<file path="config.mk">
export PLATFORM = sky130hd
export DESIGN_NAME = bus_width_sequencer
export DESIGN_NICKNAME = d
export VERILOG_FILES = /design/src/rtl/bus_width_sequencer.sv
export SDC_FILE = /design/constraint.sdc
export NUM_CORES = 1
export LEC_CHECK = 0
export BUFFER_PORTS_ARGS = -buffer_cell sky130_fd_sc_hd__buf_2
export CORE_UTILIZATION = 46
export DETAILED_ROUTE_END_ITERATION = 10
export PLACE_DENSITY = 0.76
export SYNTH_ARGS = -nofsm -noshare
export SYNTH_HDL_FRONTEND = slang
export SYNTH_SLANG_ARGS = --single-unit
</file>
<file path="constraint.sdc">
create_clock -name clk -period 2.05 [get_ports clk]
set_clock_uncertainty 0.1 [all_clocks]
set_input_delay 0.41 -clock clk [delete_from_list [all_inputs] [get_ports clk]]
set_output_delay 0.41 -clock clk [all_outputs]
set_load 0.01 [all_outputs]
</file>
<file path="src/rtl/bus_width_sequencer.sv">
module bus_width_sequencer #(
  parameter int AW = 16
) (
  input  logic          clk,
  input  logic          rst_n,
  input  logic          wide_mode,
  input  logic          stop_rq,
  input  logic          p_req,
  input  logic [AW-1:0] p_addr,
  input  logic          p_dbl,
  input  logic          p_write,
  input  logic [15:0]   p_wdata,
  output logic [15:0]   p_rdata,
  output logic          p_done,
  output logic          p_stat,
  output logic          b_cmd,
  output logic          b_write,
  output logic [AW-1:0] b_addr,
  output logic          b_bhe,
  output logic [15:0]   b_dout,
  input  logic [15:0]   b_din,
  input  logic          b_xack
);
  typedef enum logic [1:0] {S_IDLE, S_CMD, S_HOLD, S_REL} st_t;
  st_t st;

  logic [AW-1:0] base_q;
  logic          dbl_q, wr_q, wide_q, cnt_q, xs1, xs2;
  logic [15:0]   wdata_q, asm_q;

  logic          word_c, last_c, lane_hi;
  logic [AW-1:0] cur_addr;
  logic [7:0]    wbyte, rbyte;

  assign word_c   = wide_q && dbl_q && !base_q[0];
  assign cur_addr = base_q + AW'(cnt_q);
  assign last_c   = word_c || !dbl_q || cnt_q;
  assign lane_hi  = wide_q && cur_addr[0];
  assign wbyte    = cnt_q ? wdata_q[15:8] : wdata_q[7:0];
  assign rbyte    = lane_hi ? b_din[15:8] : b_din[7:0];

  assign b_cmd   = (st == S_CMD) || (st == S_HOLD);
  assign b_write = wr_q;
  assign b_addr  = cur_addr;
  assign b_bhe   = b_cmd && (word_c || cur_addr[0]);
  assign b_dout  = word_c ? wdata_q : (lane_hi ? {wbyte, 8'h00} : {8'h00, wbyte});

  always_ff @(posedge clk or negedge rst_n) begin
    if (!rst_n) begin
      st      <= S_IDLE;
      base_q  <= '0;
      dbl_q   <= 1'b0;
      wr_q    <= 1'b0;
      wide_q  <= 1'b0;
      cnt_q   <= 1'b0;
      xs1     <= 1'b0;
      xs2     <= 1'b0;
      wdata_q <= '0;
      asm_q   <= '0;
      p_rdata <= '0;
      p_done  <= 1'b0;
      p_stat  <= 1'b0;
    end else begin
      xs1    <= b_xack;
      xs2    <= xs1;
      p_done <= 1'b0;
      case (st)
        S_IDLE: if (p_req && !stop_rq) begin
          base_q  <= p_addr;
          dbl_q   <= p_dbl;
          wr_q    <= p_write;
          wdata_q <= p_wdata;
          wide_q  <= wide_mode;
          cnt_q   <= 1'b0;
          p_stat  <= 1'b1;
          st      <= S_CMD;
        end
        S_CMD: if (xs2) begin
          if (wr_q) st <= S_HOLD;
          else begin
            if (word_c)     asm_q        <= b_din;
            else if (cnt_q) asm_q[15:8]  <= rbyte;
            else            asm_q        <= {8'h00, rbyte};
            st <= S_REL;
          end
        end
        S_HOLD: st <= S_REL;
        S_REL: if (!xs2) begin
          if (last_c) begin
            st     <= S_IDLE;
            p_done <= 1'b1;
            p_stat <= 1'b0;
            if (!wr_q) p_rdata <= asm_q;
          end else if (!stop_rq) begin
            cnt_q <= 1'b1;
            st    <= S_CMD;
          end
        end
        default: st <= S_IDLE;
      endcase
    end
  end

  assert_write_hold_R7: assert property (@(posedge clk) disable iff (!rst_n)
    (st == S_CMD && xs2 && wr_q) |=> (b_cmd && $stable(b_dout) && $stable(b_addr)));

  assert_read_release_R8: assert property (@(posedge clk) disable iff (!rst_n)
    (st == S_CMD && xs2 && !wr_q) |=> !b_cmd);

  assert_done_pulse_R9: assert property (@(posedge clk) disable iff (!rst_n)
    p_done |=> !p_done);

  assert_stat_clear_R9: assert property (@(posedge clk) disable iff (!rst_n)
    $rose(p_done) |-> ($past(p_stat) && !p_stat));

  assert_stop_blocks_R10: assert property (@(posedge clk) disable iff (!rst_n)
    (!b_cmd && stop_rq) |=> !b_cmd);

  assert_addr_stable_R1: assert property (@(posedge clk) disable iff (!rst_n)
    (b_cmd && $past(b_cmd)) |-> $stable(b_addr));
endmodule

</file>
==> reports/qor.csv <==
stage;metric;value;unit
floorplanning;Core ar.;7370;µm²
routing;DRT iter0 DRCs;61;
synthesis;Mapped Area;3560;µm²
routing;DR vias/cell;5.34;
synthesis;syn_area_per_cell;12.4;µm²
cts;CTS tree;built;
critical_path;Worst Path Class, Setup;reg2out;
synthesis;post-synthesis compound-gate area fraction;12.5;%
cells_and_area;# nets final;491;
cts;CTS Buf Count;9;
sta;Tmin final;2360;ps
cells_and_area;register area;1860;µm²
synthesis;share of the synthesized area in the top cell type;52.0;%
synthesis;post-synth cell types;39;
critical_path;Critical Path Start Type;flip-flop;
critical_path;arrival time of the worst setup path;1850;ps
job;Max Cap Viol;0;
global_route;GRT Overall Usage;22.0;%
placement;Final Wtd Congestion;0.841;
critical_path;crit path cell chain;ha_4 -> buf_6 -> nand2_8 -> inv_4 -> o21ai_4 -> a22o_1 -> buf_2;
pwr;leakage;2.35;nW
synthesis;fraction of the mapped netlist area in adder cells;2.11;%
cells_and_area;# diodes;0;
routing;Vias;2844;
synthesis;mux share of post-synthesis cell area;19.0;%
routing;Pre-antenna DRT Iters;4;
synthesis;sequential-to-total area share from yosys stat;52.0;%
cells_and_area;commonest non-fill, non-tap cell in the layout;buf_2;
placement;hpwl dp;5.88;mm
routing;Post-DRT Antenna Nets;0;
synthesis;Synth area leader;dfrtp_1;
sta;unrepaired setup endpoints after global routing;yes;
cells_and_area;Layout fillers;557;
cells_and_area;final cell count without fillers;533;
global_route;global-route wire length before repair;14.0;mm
global_route;global route overflow;0;
cells_and_area;footprint of the multi-input gates;1820;µm²
cells_and_area;Layout Area Growth over Synthesis;39.2;%
global_route;initial antenna violation count;0;
floorplanning;Die Footprint;8090;µm²
pwr;Pwr Density;1670;nW/µm²
floorplanning;I/O pin cnt;109;
critical_path;crit path max fanout;8;
global_route;largest net degree at the start of global routing;33;
cts;CTS sink cnt;74;
pwr;peak supply drop;0.727;mV
status;status;complete, but fails checks;
synthesis;#FFs+latches synth;74;
cells_and_area;ratio of cells with drive above 1 in the final layout;58.8;%
critical_path;worst stage delay on the critical path;430;ps
synthesis;top cells by area, synth;dfrtp_1 (52%), mux2_2 (19%), a22o_1 (3.9%);
synthesis;Synth async-reset ratio;100;%
cts;CTS H-tree depth;3;
sta;final hold viol count;0;
floorplanning;Die Y;90.0;µm
sta;Worst-Margin Slew;647;ps
synthesis;cells after synthesis;288;
synthesis;Mapped Nets;350;
critical_path;CP delay by family, top;compound AO/OA/AOI/OAI gates;
status;failing checks;setup timing;
placement;buffers added on ports;108;
sta;WHS;69.8;ps
critical_path;Worst Path Buf+Inv;3;
routing;DR WL/cell;16.3;µm
global_route;number of global-route vias before repair;2894;
cells_and_area;most frequent cells in the layout;buf_2 (107), dfrtp_1 (69), mux2_2 (60), buf_4 (24), a22o_1 (16);
routing;DR DRC count;0;
sta;slew margin rel.;56.7;%
pwr;Pwr Total;0.00828;W
critical_path;CP endpoint kind;output port;
floorplanning;Initial Util;48.3;%
placement;placed cells;500;
cts;Worst-path clk slew;80;ps
sta;fmax;0.424;GHz
sta;final setup margin;-308;ps
hold_path;Hold Path Class;in2reg;
synthesis;EDFF count, synth;0;
sta;fin. max-slew vios;0;
cts;Clk Latency, worst-skew pair;340;ps
synthesis;largest family of logic cells by synthesized area;multiplexers;
synthesis;Post-Synth XOR/XNOR Area;3.44;%
cts;CTS max path bufs;2;
sta;final setup vio count;29;
routing;Routed WL;8.70;mm
synthesis;synth warn;0;
floorplanning;Rows;31;
synthesis;Post-Synth Simple-Gate Area;8.51;%
critical_path;Slowest-stage cell, CP;dfrtp_2;
sta;period utilization;115;%
critical_path;Worst Path Required;1540;ps
cts;clk root buf;clkbuf_8;
synthesis;Primary FF master, synth;dfrtp_1;
floorplanning;die width;90.0;µm
[sequential cells by signal, summed over array words and instances (netlist names), 2 cells and up]
signal   flops
base_q      16
asm_q       16
st           2
wdata_q     16
p_rdata     16
[kinds of logic after synthesis]
group,after synthesis
multiplexers,60
adder cells (fa/ha/maj),6
buffers and inverters,20
XOR/XNOR,14
flip-flops,74
AO/OA/AOI/OAI,60
AND/OR/NAND/NOR,54
[final cells by class]
class / count / area share (%)
Clock buffer: 12 / 3.13
Sequential cell: 74 / 37.5
Multi-Input combinational cell: 194 / 36.8
Timing Repair Buffer: 145 / 18.1
Clock inverter: 4 / 1.49
Tap cell: 99 / 2.50
Inverter: 5 / 0.429
[synth_stat cells, types with 2 or more instances]
cell type / count
ha_1: 6
nand3_1: 5
dfrtp_1: 74
a22o_1: 16
a2bb2oi_1: 9
a22oi_1: 8
buf_2: 4
mux2_2: 60
inv_1: 5
a21oi_1: 10
nand2_1: 8
xnor2_1: 9
a31oi_1: 2
or2_2: 2
clkbuf_1: 9
nor3_1: 2
and2_1: 3
nor2_1: 17
xor2_1: 5
nor2b_1: 5
o22ai_1: 8
nand4_1: 4
[metrics by stage]
step           setup TNS, ps  utilization (%)  setup slack [ps]  area, µm²
4_1_cts                -6650             64.8              -361       4780
3_3_place_gp            -611             59.5             -58.4       4380
2_1_floorplan              0                -              75.1       3600
5_1_grt                -8930             67.2              -388       4950
3_5_place_dp           -1600             59.5              -113       4380
6_report               -6020             67.2              -308       4950
[per-layer routing]
metal	share of wire, %	GRT usage, %	wire length, µm
met5	0	0	0
met4	1.9	10.1	166
met3	4.2	3.98	364
met2	50	36.2	4370
met1	44	28.6	3800
[timing repair]
action                                 CTS  global route
hold buffers                             1             0
endpoints found under the hold margin   30             0
pin swaps                               30            19
gates cloned                             0             0
gates resized for setup                 32            18
buffers inserted                         4            12
setup endpoints to repair               31            31
[worst paths after layout]
path / cells after the start / startpoint / end / slack, ps
max: 7 / cnt_q / b_dout[1] / -310
min: 1 / b_xack / xs1 / 70
max reg2reg: 7 / cnt_q / asm_q[9] / 110
min reg2reg: 0 / xs1 / xs2 / 270
max in group asynchronous: 3 / rst_n / wdata_q[9] / 820
min in group asynchronous: 2 / rst_n / p_rdata[9] / 460
[report_power, final]
part | switching (W) | internal (W)
registers | 0.000581 | 0.00219
clock network | 0.000539 | 0.000753
logic | 0.00196 | 0.00226
No activity file was read; power rests on OpenSTA's default activity.
